`src/rtl/doorbell_pkg.sv`:
```
package doorbell_pkg;
  // Target selector carried on both write ports.
  typedef enum logic {
    BELL_TO_REM = 1'b0,
    BELL_TO_LOC = 1'b1
  } bell_sel_e;

  localparam int NUM_BELLS = 2;
endpackage

```
`src/rtl/doorbell_bits.sv`:
```
module doorbell_bits #(
  parameter int WIDTH = 32
) (
  input  logic             clk,
  input  logic             rst_n,
  input  logic             set_vld,
  input  logic [WIDTH-1:0] set_mask,
  input  logic             clr_vld,
  input  logic [WIDTH-1:0] clr_mask,
  input  logic             load_vld,
  input  logic [WIDTH-1:0] load_val,
  output logic [WIDTH-1:0] bell_q
);
  logic [WIDTH-1:0] bell_d;
  logic [WIDTH-1:0] eff_set;
  logic [WIDTH-1:0] eff_clr;
  logic             bell_ce;

  always_comb begin
    eff_set = set_vld ? set_mask : '0;
    eff_clr = clr_vld ? clr_mask : '0;
    bell_ce = set_vld | clr_vld | load_vld;
    if (load_vld) begin
      bell_d = load_val;
    end else begin
      // a set outranks a clear on shared bits
      bell_d = (bell_q & ~eff_clr) | eff_set;
    end
  end

  always_ff @(posedge clk or negedge rst_n) begin
    if (!rst_n) begin
      bell_q <= '0;
    end else if (bell_ce) begin
      bell_q <= bell_d;
    end
  end
endmodule

```
`src/rtl/doorbell_irq.sv`:
```
module doorbell_irq #(
  parameter int WIDTH      = 32,
  parameter bit ACTIVE_LOW = 1'b0
) (
  input  logic             clk,
  input  logic             rst_n,
  input  logic [WIDTH-1:0] bell_q,
  input  logic             irq_en,
  output logic             irq_pin
);
  logic pend_d;
  logic pend_q;
  logic pend_ce;

  always_comb begin
    pend_d  = irq_en & (|bell_q);
    pend_ce = pend_d ^ pend_q;
  end

  always_ff @(posedge clk or negedge rst_n) begin
    if (!rst_n) begin
      pend_q <= 1'b0;
    end else if (pend_ce) begin
      pend_q <= pend_d;
    end
  end

  generate
    if (ACTIVE_LOW) begin : g_low
      assign irq_pin = ~pend_q;
    end else begin : g_high
      assign irq_pin = pend_q;
    end
  endgenerate
endmodule

```
`src/rtl/doorbell_pair.sv`:
```
module doorbell_pair
  import doorbell_pkg::*;
#(
  parameter int WIDTH = 32
) (
  input  logic             clk,
  input  logic             rst_n,
  input  logic             test_mode,
  input  logic             loc_wr_en,
  input  logic             loc_wr_sel,
  input  logic [WIDTH-1:0] loc_wr_data,
  input  logic             rem_wr_en,
  input  logic             rem_wr_sel,
  input  logic [WIDTH-1:0] rem_wr_data,
  input  logic             out_irq_en,
  input  logic             in_irq_en,
  output logic [WIDTH-1:0] bell_to_rem,
  output logic [WIDTH-1:0] bell_to_loc,
  output logic             rem_irq_n,
  output logic             loc_irq
);
  logic [WIDTH-1:0] bell_q [NUM_BELLS];
  logic             irq_en_v [NUM_BELLS];
  logic             irq_pin_v [NUM_BELLS];

  assign irq_en_v[0] = out_irq_en;
  assign irq_en_v[1] = in_irq_en;

  genvar g;
  generate
    for (g = 0; g < NUM_BELLS; g++) begin : g_bell
      localparam bell_sel_e SEL = bell_sel_e'(g);
      logic loc_hit;
      logic rem_hit;
      logic set_vld;
      logic clr_vld;
      logic load_vld;
      logic [WIDTH-1:0] set_mask;
      logic [WIDTH-1:0] clr_mask;

      always_comb begin
        loc_hit  = loc_wr_en & (bell_sel_e'(loc_wr_sel) == SEL);
        rem_hit  = rem_wr_en & (bell_sel_e'(rem_wr_sel) == SEL);
        load_vld = loc_hit & test_mode;
      end

      if (SEL == BELL_TO_REM) begin : g_loc_raises
        always_comb begin
          set_vld  = loc_hit & ~test_mode;
          set_mask = loc_wr_data;
          clr_vld  = rem_hit;
          clr_mask = rem_wr_data;
        end
      end else begin : g_rem_raises
        always_comb begin
          set_vld  = rem_hit;
          set_mask = rem_wr_data;
          clr_vld  = loc_hit & ~test_mode;
          clr_mask = loc_wr_data;
        end
      end

      doorbell_bits #(.WIDTH(WIDTH)) u_bits (
        .clk      (clk),
        .rst_n    (rst_n),
        .set_vld  (set_vld),
        .set_mask (set_mask),
        .clr_vld  (clr_vld),
        .clr_mask (clr_mask),
        .load_vld (load_vld),
        .load_val (loc_wr_data),
        .bell_q   (bell_q[g])
      );

      doorbell_irq #(
        .WIDTH      (WIDTH),
        .ACTIVE_LOW (SEL == BELL_TO_REM)
      ) u_irq (
        .clk     (clk),
        .rst_n   (rst_n),
        .bell_q  (bell_q[g]),
        .irq_en  (irq_en_v[g]),
        .irq_pin (irq_pin_v[g])
      );
    end
  endgenerate

  assign bell_to_rem = bell_q[0];
  assign bell_to_loc = bell_q[1];
  assign rem_irq_n   = irq_pin_v[0];
  assign loc_irq     = irq_pin_v[1];
endmodule

```
`config.mk`:
```
export PLATFORM = sky130hd
export DESIGN_NAME = doorbell_pair
export DESIGN_NICKNAME = d
export VERILOG_FILES = /design/src/rtl/doorbell_pkg.sv /design/src/rtl/doorbell_bits.sv /design/src/rtl/doorbell_irq.sv /design/src/rtl/doorbell_pair.sv
export SDC_FILE = /design/constraint.sdc
export NUM_CORES = 1
export LEC_CHECK = 0
export BUFFER_PORTS_ARGS = -buffer_cell sky130_fd_sc_hd__buf_2
export CAP_MARGIN = 20
export CORE_ASPECT_RATIO = 1.2
export CORE_MARGIN = 2
export CORE_UTILIZATION = 32
export DETAILED_ROUTE_END_ITERATION = 8
export MAX_ROUTING_LAYER = met4
export PLACE_DENSITY = 0.61
export SYNTH_ARGS = -nofsm -noshare
export SYNTH_HDL_FRONTEND = slang
export SYNTH_HIERARCHICAL = 1
export SYNTH_SLANG_ARGS = --single-unit
```
`constraint.sdc`:
```
create_clock -name clk -period 1.7 [get_ports clk]
set_clock_uncertainty 0.05 [all_clocks]
set_input_delay 0 -clock clk [delete_from_list [all_inputs] [get_ports clk]]
set_output_delay 0 -clock clk [all_outputs]
set_load 0.1 [all_outputs]
```
## Word-level counts from Yosys, hierarchy flattened

Index checks and enable logic that the tools add are counted.

- Register bits after elaboration: 66
- Output and inout bits: 66
- Word-level logic and storage cells: 38

- Muxes and demuxes: 6
- Bitwise gates (word level): 26
- Reduce and logical (&&, ||, !) cells: 2

Operator list:

| cell | count |
|---|---|
| 32-bit 2-to-1 mux | 6 |
| 32-bit AND | 2 |
| 32-bit inverter | 2 |
| 32-bit bitwise OR | 2 |
| 32-bit OR reduction | 2 |
| 1-bit AND | 10 |
| 1-bit inverter | 4 |
| 1-bit bitwise OR | 4 |
| 1-bit XOR | 2 |

## Logic depth before layout (Yosys ltp)

Gate-level depths: netlist (run 1).

- Word-level depth: 7
- Depth in mapped cells: 5
- Mapped depth without buffers: 3

## Hierarchy

The synthesis (run 1) kept the hierarchy.

By module, submodules not included:

| module | times used | cells each | area each (sq um) | seq. area each (sq um) |
|---|---|---|---|---|
| doorbell_bits | 2 | 173 | 1889.3 | 800.8 |
| doorbell_irq at g_bell[0].u_irq | 1 | 13 | 105.1 | 25.0 |
| doorbell_irq at g_bell[1].u_irq | 1 | 12 | 101.3 | 25.0 |
| doorbell_pair | 1 | 6 | 50.0 | 0.0 |

## Worst setup path after synthesis (run 1)

No wires, ideal clock.

- Path type: flip-flop to flip-flop
- Start point: register g_bell[0].u_bits.bell_q[29]
- End point: register g_bell[0].u_irq.pend_q
- Library setup time: 0.119 ns
- Arrival time: 1.397 ns
- Slack: 0.134 ns
- Cell stages (with the launch flop): 4
- Buffers on the path: 0
- Period minus slack after synthesis: 1.566 ns
- Cells stage by stage: dfrtp_1 > nor4_1 > nand4_1 > o21a_1

- Cells in the longest elaborated chain, start to end: 3

RTL lines:

| what | line | RTL |
|---|---|---|
| start, declared | doorbell_bits.sv:12 | `output logic [WIDTH-1:0] bell_q` |
| start signal, assigned | doorbell_bits.sv:35 | `bell_q <= bell_d;` |
| 32-bit OR reduction * | doorbell_irq.sv:16 | `pend_d = irq_en & (\|bell_q);` |
| 1-bit AND * | doorbell_irq.sv:16 |  |
| 1-bit XOR | doorbell_irq.sv:17 | `pend_ce = pend_d ^ pend_q;` |
| end signal, assigned | doorbell_irq.sv:24 | `pend_q <= pend_d;` |
| end, declared | doorbell_irq.sv:12 | `logic pend_q;` |

Mark *: on every way between the ends. The rest lies on a longest branch, timed or not.
A chain may end at the register's enable or synchronous reset.

## Final worst setup path (run 1)

- Start point: register g_bell[1].u_bits.bell_q[27]
- End point: register g_bell[1].u_irq.pend_q

- Cells in the longest elaborated chain, start to end: 3

RTL lines:

| what | line |
|---|---|
| start, declared | doorbell_bits.sv:12 |
| start signal, assigned | doorbell_bits.sv:35 |
| 32-bit OR reduction * | doorbell_irq.sv:16 |
| 1-bit AND * | doorbell_irq.sv:16 |
| 1-bit XOR | doorbell_irq.sv:17 |
| end signal, assigned | doorbell_irq.sv:24 |
| end, declared | doorbell_irq.sv:12 |

Marks and branches as above.

==> summary.txt, run 1 <==
Route
  – First drt pass iteration count: 4
  – DRC Markers: 0
  – Drt initial violations: 151
  – Routed vias: 3910
  – Vias per cell: 5.05
  – Antenna viol nets, final: 0
  – Mean routed wirelength per cell: 17.2 um
  – Final wirelength: ~13000 um

Yosys
  – Yosys warnings: 6
  – Synthesized Nets: between 400 and 500
  – Synthesized flop and latch total: 66
  – Mean Syn Cell Area: between 10 and 15 um2
  – Top cells by area, synth: dfrtp_1, a21bo_1, a21oi_2
  – Seq/Total Area, Yosys: between 40% and 50%
  – Mapped Cells: 377
  – Post-synth top area share: about two fifths
  – Synth area leader: dfrtp_1
  – Post-synth cell types: 17
  – Synthesized area: around 4000 um2

STA
  – Worst-Margin Slew: approximately 0.52 ns
  – Worst slew margin: ~65%
  – Setup Viol. Count Final: 0
  – Period Utilization, post-route: 93.2%
  – Max Clock Freq: 631 MHz
  – Max-slew violations: 0
  – Period minus WS final: approximately 1.6 ns
  – Hold Fails Final Rpt: 0
  – RSZ-0062 raised after global routing: no
  – Final TNS setup: 0 ns
  – WHS: approximately 0.17 ns

Run status
  – Status: finished clean

Floorplan
  – Die ar.: roughly 14000 um2
  – Die W: between 100 and 150 um
  – Core area: approximately 12000 um2
  – Core Rows: 44
  – Io pins: about 140
  – Initial Utilization: roughly 33%
  – Die Y: between 100 and 150 um

Clock tree
  – Clock Latency Late Sink: 0.33 ns
  – TritonCTS clock tree: built
  – Worst-path clk slew: 0.06 ns
  – Bufs on Longest Clock Path: 2
  – H-tree depth: 3
  – Cts repair resizes: 0
  – Total CTS buffers: 9
  – Sinks on the clock net: 66
  – Root Buffer: clkbuf_16

Final layout
  – Post-Layout Cell Count: slightly below 800
  – Final instance area: a little over 6000 um2
  – Area grow syn2layout: 50.4%
  – Layout Nets: between 600 and 700
  – Layout cells sized above 1: a little under two fifths
  – Core Util, Final: 49.7%
  – Ant. Diodes: 0

GRT
  – First-pass GRT wire length: around 21000 um
  – Gr usage total: a little over 20%
  – Vias in the first global route: approximately 4100
  – Grt ovf: 0
  – Initial antenna violation count: 0
  – Largest net degree at the start of global routing: between 60 and 70

Power and ir drop
  – Max VDD drop: 0.000731 V
  – Leakage: approximately 2.8 nW
  – Power Dens Cells: about 1200 nW/um2

Place
  – Final HPWL DP: 8340 um
  – GP Congestion: ~0.84
  – Placed cells: about 660
  – I/O Buffers: between 100 and 150
  – Dpl cell area: 4770 um2

Job
  – Max Cap Viol: 0

Min path
  – Min-Delay Path Class: input pin to async pin

Critical path
  – Worst path arrival time: approximately 1.8 ns
  – Critical path class: flop to flop
  – Crit. End Element: flop
  – Worst r2r src: g_bell[1].u_bits/bell_q[27]
  – FF-to-FF End: g_bell[1].u_irq/irq_pin
  – R2R depth: 4
  – Reg2Reg Setup Slack: approximately 0.12 ns
  – Worst EP required: roughly 1.9 ns
  – Crit path launch type: flop
  – Crit Path Max Fanout: 3
worst max path at each step:
stage | slack (ns) | end | from
2_1_floorplan | 0.13 | g_bell[0].u_irq/pend_q | g_bell[0].u_bits/bell_q[29]
3_5_place_dp | 0.09 | g_bell[1].u_irq/irq_pin | g_bell[1].u_bits/bell_q[27]
4_1_cts | 0.07 | g_bell[1].u_irq/irq_pin | g_bell[1].u_bits/bell_q[27]
5_1_grt | 0.01 | g_bell[1].u_irq/irq_pin | g_bell[1].u_bits/bell_q[27]
3_3_place_gp | 0.09 | g_bell[1].u_irq/irq_pin | g_bell[1].u_bits/bell_q[27]
6_report | 0.12 | g_bell[1].u_irq/irq_pin | g_bell[1].u_bits/bell_q[27]
what timing repair did:
item                                    CTS  global route
endpoints found under the setup margin    0             0
setup buffers                             0             0
hold buffers                             99             0
endpoints found under the hold margin   132             0
kinds of logic (layout without fill, tap and decap cells):
logic type      after synthesis  count (layout)  share of synthesized area, %
simple gates                 90              90                          14.6
compound gates              194             194                          37.7
buf+inv                      27             263                          6.79
flops                        66              66                          40.9
layout by cell type (no fill, tap or decap):
| cell type | count |
|---|---|
| nor2b_2 | 1 |
| clkinv_2 | 1 |
| nor3b_4 | 1 |
| nor4_2 | 2 |
| clkbuf_16 | 9 |
| nand4_1 | 4 |
| inv_1 | 1 |
| dlygate4sd3_1 | 99 |
| a21bo_2 | 4 |
| a21bo_1 | 60 |
| a21oi_2 | 60 |
| buf_4 | 6 |
| and3_2 | 1 |
| clkinvlp_4 | 2 |
| and2_1 | 1 |
| and3b_1 | 1 |
| clkbuf_8 | 2 |
| and3b_2 | 1 |
| o21a_1 | 2 |
| buf_12 | 3 |
| clkbuf_1 | 1 |
| nor4_1 | 14 |
| a21oi_1 | 68 |
| bufinv_16 | 1 |
| buf_2 | 138 |
| dfrtp_1 | 66 |
| nor2b_1 | 64 |
flip-flops by register name, indices dropped and copies added, names as in the netlist:
| name | count |
|---|---|
| g_bell.u_irq/irq_pin | 1 |
| g_bell.u_bits/bell_q | 64 |
| g_bell.u_irq/pend_q | 1 |
cell type report:
class                           count  area (um2)
Timing Repair Buffer              246        1790
Clock inverter                      4        50.0
Clock buffer                       12         256
Sequential cell                    66        1650
Fill cell                        1134        6150
Tap cell                          161         201
Multi-Input combinational cell    284        2120
Inverter                            1        3.75
metal layers:
metal	vias up	wire, um	global-route usage, %
met4	0	255	7.72
li1	1831	-	-
met1	1919	5610	23.1
met3	24	669	4.18
met2	136	6750	34.7
met5	-	0	-
worst max-delay path: stages, from the launching register on:
cell and delay (ns):
dfrtp_1 0.40, nor4_1 0.48, buf_4 0.19, nand4_1 0.14, o21a_1 0.22
report_power, final:
group / switching (mW) / leakage, nW / internal, mW
sequential: 0.243 / 0.743 / 1.84
clock: 0.684 / 0.145 / 1.21
combinational: 2.61 / 1.93 / 0.959
total: 3.54 / 2.81 / 4.01
synthesized netlist by cell type, drive strengths merged:
cell type	instances
nor4	16
dfrtp	66
o21a	2
and3	1
inv	1
a21oi	128
a21bo	64
nor2b	65
nor3b	1
and3b	2
buf	26
and2	1
nand4	4
stage by stage:
step	worst slack [ns]	power, mW
detailed placement	0.0902	5.35
finish	0.116	7.54
global placement	0.0925	5.32
floorplan	0.134	4.71
global route	0.0148	7.84
CTS	0.0674	7.58
(Power assumes the default switching activity.)
==> inputs of run 2 (changes only) <==
--- a/config.mk
+++ b/config.mk
@@ -10,6 +10,7 @@
 export CORE_ASPECT_RATIO = 1.2
 export CORE_MARGIN = 2
 export CORE_UTILIZATION = 32
+export CTS_BUF_LIST = sky130_fd_sc_hd__clkbuf_8
 export DETAILED_ROUTE_END_ITERATION = 8
 export MAX_ROUTING_LAYER = met4
 export PLACE_DENSITY = 0.61
==> run 2 against run 1 <==
Sequential power is essentially flat. Utilization is 0.83 points lower. Fmax down 1.4%. Die area unchanged. Final cell count did not move. Power shrank 7.1%. Setup slack got worse by 0.022 ns. Critical path depth did not move. Via count decreased by 0.13%. Routed wire length about the same. Design area down 1.7%. Largest cell class unchanged.
==> summary.txt, run 2 (synthesis results as in run 1) <==
Run status
  – Status: finished clean

Final layout
  – Post-Layout Cell Count: around 770
  – Area grow syn2layout: 47.9%
  – Final instance area: just under 6000 um2
  – Fill cells: 1148
  – Largest register FFs: 64
  – Core Util, Final: about half
  – Layout cells sized above 1: around 38%
  – Most common cell after layout, fill and taps aside: buf_2
  – Ant. Diodes: 0
  – Reg with most FFs: g_bell.u_bits/bell_q
  – Commonest non-fill, non-tap cells in the layout: buf_2, dlygate4sd3_1, a21oi_1, dfrtp_1, nor2b_1
  – Layout Nets: 681

Critical path
  – R2R depth: 4
  – Critical path class: flop to flop
  – Worst path arrival time: 1.79 ns
  – Worst EP required: 1.88 ns
  – Crit path launch type: flop
  – Reg2Reg Setup Slack: 0.09 ns
  – Crit Path Max Fanout: 3
  – Crit. End Element: flop
  – FF-to-FF End: g_bell[1].u_irq/irq_pin
  – Worst r2r src: g_bell[1].u_bits/bell_q[27]

STA
  – Setup ws final: about 0.094 ns
  – Hold Fails Final Rpt: 0
  – Period Utilization, post-route: between 90% and 100%
  – WHS: between 0.15 and 0.2 ns
  – Setup Viol. Count Final: 0
  – Worst-Margin Slew: between 0.5 and 0.6 ns
  – Final TNS setup: 0 ns
  – RSZ-0062 raised after global routing: no
  – Worst slew margin: 65.6%
  – Max-slew violations: 0
  – Period minus WS final: 1.61 ns
  – Max Clock Freq: 623 MHz

Power and ir drop
  – Total power: 7.01 mW
  – Power Dens Cells: 1170 nW/um2
  – Max VDD drop: slightly above 0.0007 V
  – Leakage: roughly 2.8 nW

Clock tree
  – Number of setup buffers added after CTS: 0
  – Clock Latency Late Sink: between 0.3 and 0.4 ns
  – Worst-path clk slew: 0.08 ns
  – Root Buffer: clkbuf_8
  – Total CTS buffers: 9
  – Sinks on the clock net: between 60 and 70
  – H-tree depth: 3
  – TritonCTS clock tree: built
  – Bufs on Longest Clock Path: 2

GRT
  – Grt ovf: 0
  – Largest net degree at the start of global routing: 67
  – First-pass GRT wire length: roughly 21000 um
  – Gr usage total: 20.1%
  – Vias in the first global route: 4093
  – Initial antenna violation count: 0

Route
  – Routed vias: 3905
  – First drt pass iteration count: 4
  – Vias per cell: slightly above 5
  – Drt initial violations: roughly 160
  – Antenna viol nets, final: 0
  – Final wirelength: about 13000 um
  – DRC Markers: 0
  – Mean routed wirelength per cell: 17.2 um

Place
  – DP Worst Slack: ~0.090 ns
  – Placed cells: approximately 660
  – GP Congestion: around 0.84
  – Dpl cell area: 4770 um2
  – Final HPWL DP: 8340 um
  – I/O Buffers: between 100 and 150

Floorplan
  – Die W: 107 um
  – Die ar.: about 14000 um2
  – Die Y: around 130 um
  – Initial Utilization: approximately a third
  – Core Rows: between 40 and 50
  – Core area: around 12000 um2
  – Io pins: ~140

Min path
  – Min-Delay Path Class: input pin to async pin

Job
  – Max Cap Viol: 0
[run 2: layer usage]
layer | up-vias | global-route usage [%] | share of wire [%]
met4 | 0 | 7.64 | 2.2
met3 | 30 | 3.93 | 4.8
li1 | 1825 | - | -
met1 | 1923 | 23.1 | 43
met5 | - | - | 0
met2 | 127 | 34.8 | 50
[run 2: repair_timing]
action	CTS	global route
hold buffers	99	0
endpoints found under the hold margin	132	0
resized for setup	0	0
[run 2: cell type report]
cell class / count / area [um2] / area share (%)
Sequential cell: 66 / 1650 / 27.7
Timing Repair Buffer: 246 / 1790 / 29.9
Multi-Input combinational cell: 284 / 2120 / 35.5
Inverter: 1 / 3.75 / 0.0629
Tap cell: 161 / 201 / 3.38
Clock inverter: 5 / 53.8 / 0.901
Clock buffer: 11 / 151 / 2.54
[run 2: where the power goes]
| part | internal [mW] | switching [mW] |
|---|---|---|
| combinational | 0.959 | 2.61 |
| clock | 0.750 | 0.619 |
| sequential | 1.83 | 0.241 |
[run 2: worst max-delay path by stage]
| stage | from | to | slack, ns | depth (start not counted) |
|---|---|---|---|---|
| 2_1_floorplan | g_bell[0].u_bits/bell_q[29] | g_bell[0].u_irq/pend_q | 0.13 | 3 |
| 3_3_place_gp | g_bell[1].u_bits/bell_q[27] | g_bell[1].u_irq/irq_pin | 0.09 | 4 |
| 3_5_place_dp | g_bell[1].u_bits/bell_q[27] | g_bell[1].u_irq/irq_pin | 0.09 | 4 |
| 4_1_cts | g_bell[1].u_bits/bell_q[27] | g_bell[1].u_irq/irq_pin | 0.06 | 4 |
| 5_1_grt | g_bell[1].u_bits/bell_q[27] | g_bell[1].u_irq/irq_pin | 0.009 | 4 |
| 6_report | g_bell[1].u_bits/bell_q[27] | g_bell[1].u_irq/irq_pin | 0.09 | 4 |
[run 2: worst max-delay path: stages (launching register included)]
cell and delay, ns:
dfrtp_1 0.40, nor4_1 0.49, buf_4 0.19, nand4_1 0.14
o21a_1 0.23
==> inputs of run 3 (changes only) <==
--- a/config.mk
+++ b/config.mk
@@ -5,6 +5,7 @@
 export SDC_FILE = /design/constraint.sdc
 export NUM_CORES = 1
 export LEC_CHECK = 0
+export ABC_AREA = 1
 export BUFFER_PORTS_ARGS = -buffer_cell sky130_fd_sc_hd__buf_2
 export CAP_MARGIN = 20
 export CORE_ASPECT_RATIO = 1.2
@@ -13,7 +14,7 @@
 export CTS_BUF_LIST = sky130_fd_sc_hd__clkbuf_8
 export DETAILED_ROUTE_END_ITERATION = 8
 export MAX_ROUTING_LAYER = met4
-export PLACE_DENSITY = 0.61
+export PLACE_DENSITY = 0.62
 export SYNTH_ARGS = -nofsm -noshare
 export SYNTH_HDL_FRONTEND = slang
 export SYNTH_HIERARCHICAL = 1
==> run 3 against run 2 <==
Sequential power is essentially flat. Area after synthesis fell by 3.7%. Critical path type unchanged. Global-route usage up 1.0 points. Critical path depth is 1 higher. Design area is 2.2% lower. Largest cell class unchanged. Largest power group unchanged.
==> summary.txt, run 3 <==
Place
  – I/O Buffers: about 140
  – Final HPWL DP: 8320 um
  – GP Congestion: about 0.84
  – Placed cells: between 900 and 1000
  – DP Worst Slack: 0.450 ns

Final layout
  – Fill cells: between 1000 and 1500
  – FF/Latch Area: approximately 1700 um2
  – Area of the multi-input gates: 1970 um2
  – Largest register FFs: 64
  – Ant. Diodes: 0
  – Post-Layout Cell Count: roughly 1000
  – Reg with most FFs: g_bell.u_bits/bell_q
  – Commonest non-fill, non-tap cells in the layout: nand2_1, buf_2, dlygate4sd3_1, dfrtp_1, nor2_1
  – Area grow syn2layout: 50.1%
  – Layout cells sized above 1: around a fifth
  – Layout Nets: slightly above 900
  – Most common cell after layout, fill and taps aside: nand2_1

Critical path
  – Critical Path Max Stage Delay: around 0.56 ns
  – Worst r2r src: g_bell[1].u_bits/bell_q[22]
  – Worst path arrival time: 1.57 ns
  – Crit path launch type: flop
  – Crit Path Max Fanout: 3
  – Crit. End Element: flop
  – Worst EP required: 1.88 ns
  – Crit path cell chain: nand2_1, nand2_1, nand2_1, nand2_1, dlygate4sd3_1
  – Reg2Reg Setup Slack: 0.31 ns
  – Critical path class: flop to flop
  – FF-to-FF End: g_bell[1].u_bits/bell_q[22]
  – R2R depth: 5
  – CP max stage cell: dlygate4sd3_1
  – Most used cell along the critical path: nand2_1

GRT
  – Initial antenna violation count: 0
  – Largest net degree at the start of global routing: 33
  – Gr usage total: a little over a fifth
  – Vias in the first global route: 4355
  – Grt ovf: 0
  – First-pass GRT wire length: approximately 21000 um

Floorplan
  – Die Y: 125 um
  – Core area: 12000 um2
  – Die ar.: 13000 um2
  – Io pins: approximately 140
  – Initial Utilization: about a third
  – Die W: ~100 um
  – Core Rows: 44

Power and ir drop
  – P_sw: around 3.5 mW
  – Clk pwr share: around a fifth
  – Max VDD drop: about 0.00064 V
  – P_int: about 3.3 mW
  – Switch share: between 50% and 60%
  – Logic pwr share: 50.4%
  – Register share of total power: 30.0%
  – Power Dens Cells: roughly 1200 nW/um2
  – Leakage: ~3.3 nW

Run status
  – Status: finished clean

Route
  – Vias per cell: around 4.4
  – First drt pass iteration count: 5
  – Met1 WL: about 5600 um
  – Highest routed layer: met4
  – Routed vias: ~4400
  – Final wirelength: 13100 um
  – DR WL met2: around 6500 um
  – DRC Markers: 0
  – Mean routed wirelength per cell: 12.9 um
  – Antenna viol nets, final: 0
  – Drt initial violations: approximately 230
  – DR WL met3: ~590 um

Yosys
  – Commonest cells post-synth: nand2_1, dfrtp_1, nor2_1
  – Post-synthesis async set-or-reset flop share: 100%
  – Ys flop type: dfrtp_1
  – Seq/Total Area, Yosys: between 40% and 50%
  – Post-synth EDFFs: 0
  – Mapped Cells: 621
  – Mean Syn Cell Area: between 6 and 7 um2
  – Synthesized Nets: just under 700
  – Synthesized area: 3890 um2
  – Synth area leader: nand2_1
  – Top cells by area, synth: nand2_1, dfrtp_1, nor2_1
  – Synthesized flop and latch total: 66
  – Post-synth top area share: 45.5%
  – Yosys warnings: 6
  – Post-synth cell types: 9
  – Most frequent cell after synthesis: nand2_1

Clock tree
  – Worst-path clk slew: 0.07 ns
  – Total CTS buffers: 9
  – Clock Latency Late Sink: roughly 0.35 ns
  – Sinks on the clock net: 66
  – Number of setup buffers added after CTS: 0
  – Bufs on Longest Clock Path: 2
  – Root Buffer: clkbuf_8
  – H-tree depth: 3
  – TritonCTS clock tree: built

STA
  – Period Utilization, post-route: ~82%
  – Max-slew violations: 0
  – Worst-Margin Slew: just under 0.7 ns
  – Period minus WS final: around 1.4 ns
  – Final TNS setup: 0 ns
  – Setup ws final: ~0.31 ns
  – Worst slew margin: between 50% and 60%
  – RSZ-0062 raised after global routing: no
  – Hold Fails Final Rpt: 0
  – WHS: around 0.12 ns
  – Max Clock Freq: 720 MHz
  – Setup Viol. Count Final: 0

Min path
  – Min-Delay Path Class: input pin to async pin

Job
  – Max Cap Viol: 0
[run 3: cell count changes after synthesis, sizes merged, moves of 2 or more]
cell    before  now
a21bo       64    0
a21oi      128    0
and3b        2    0
buf         26   24
clkbuf       0    2
inv          1    9
nand2        0  471
nand4        4    0
nor2         0   49
nor2b       65    0
nor4        16    0
o21a         2    0
[run 3: timing repair]
action,4_1_cts,5_1_grt
gates resized for setup,0,0
hold endpoints to repair,132,0
hold buffers,99,0
[run 3: layout make-up]
cell class,count,share of cell area (%)
Multi-Input combinational cell,520,33.8
Tap cell,161,3.45
Clock buffer,14,3.30
Sequential cell,66,28.3
Clock inverter,2,0.150
Inverter,9,0.579
Timing Repair Buffer,246,30.4
[run 3: cell families (layout without fill, tap and decap cells)]
family	after synthesis	after routing	share of synthesized area, %
AND/OR/NAND/NOR	520	520	50.2
flip-flops	66	66	42.5
buffers and inverters	35	271	7.31
[run 3: power by group through the flow]
stage               clock [mW]  combinational [mW]  sequential, mW
global route              1.44                3.62            2.08
global placement             0                3.12            2.06
finish                    1.33                3.43            2.04
floorplan                    0               0.615            3.94
detailed placement           0                3.12            2.07
CTS                       1.38                3.43            2.04
[run 3: metal layers]
metal  GRT usage, %  up-vias
li1               -     2306
met5              -        -
met2           35.6      136
met1           25.3     1959
met4           10.2        0
met3           2.41       30
[run 3: stage by stage]
step / cell area (um2) / utilization [%] / power, mW
3_3_place_gp: 4640 / 38.7 / 5.18
6_report: 5840 / 48.6 / 6.80
4_1_cts: 5840 / 48.6 / 6.84
3_5_place_dp: 4640 / 38.7 / 5.19
5_1_grt: 5840 / 48.6 / 7.14
2_1_floorplan: 3890 / - / 4.56
[run 3: worst max path at each step]
stage / startpoint / end / slack, ns / cells past startpoint
final: g_bell[1].u_bits/bell_q[22] / g_bell[1].u_bits/bell_q[22] / 0.31 / 5
after global routing: loc_wr_sel / g_bell[1].u_bits/bell_q[23] / 0.19 / 10
after CTS: g_bell[1].u_bits/bell_q[22] / g_bell[1].u_bits/bell_q[22] / 0.35 / 5
after detailed placement: g_bell[1].u_bits/bell_q[17] / g_bell[1].u_irq/irq_pin / 0.45 / 6
after global placement: g_bell[1].u_bits/bell_q[17] / g_bell[1].u_irq/irq_pin / 0.43 / 6
after floorplan: g_bell[0].u_bits/bell_q[31] / g_bell[0].u_irq/pend_q / 0.27 / 6
[run 3: critical path: cells and delay by family, from the launching register on]
kind	cells	cell delay, ns
buffers and inverters	1	0.56
flip-flops	1	0.41
AND/OR/NAND/NOR	4	0.26
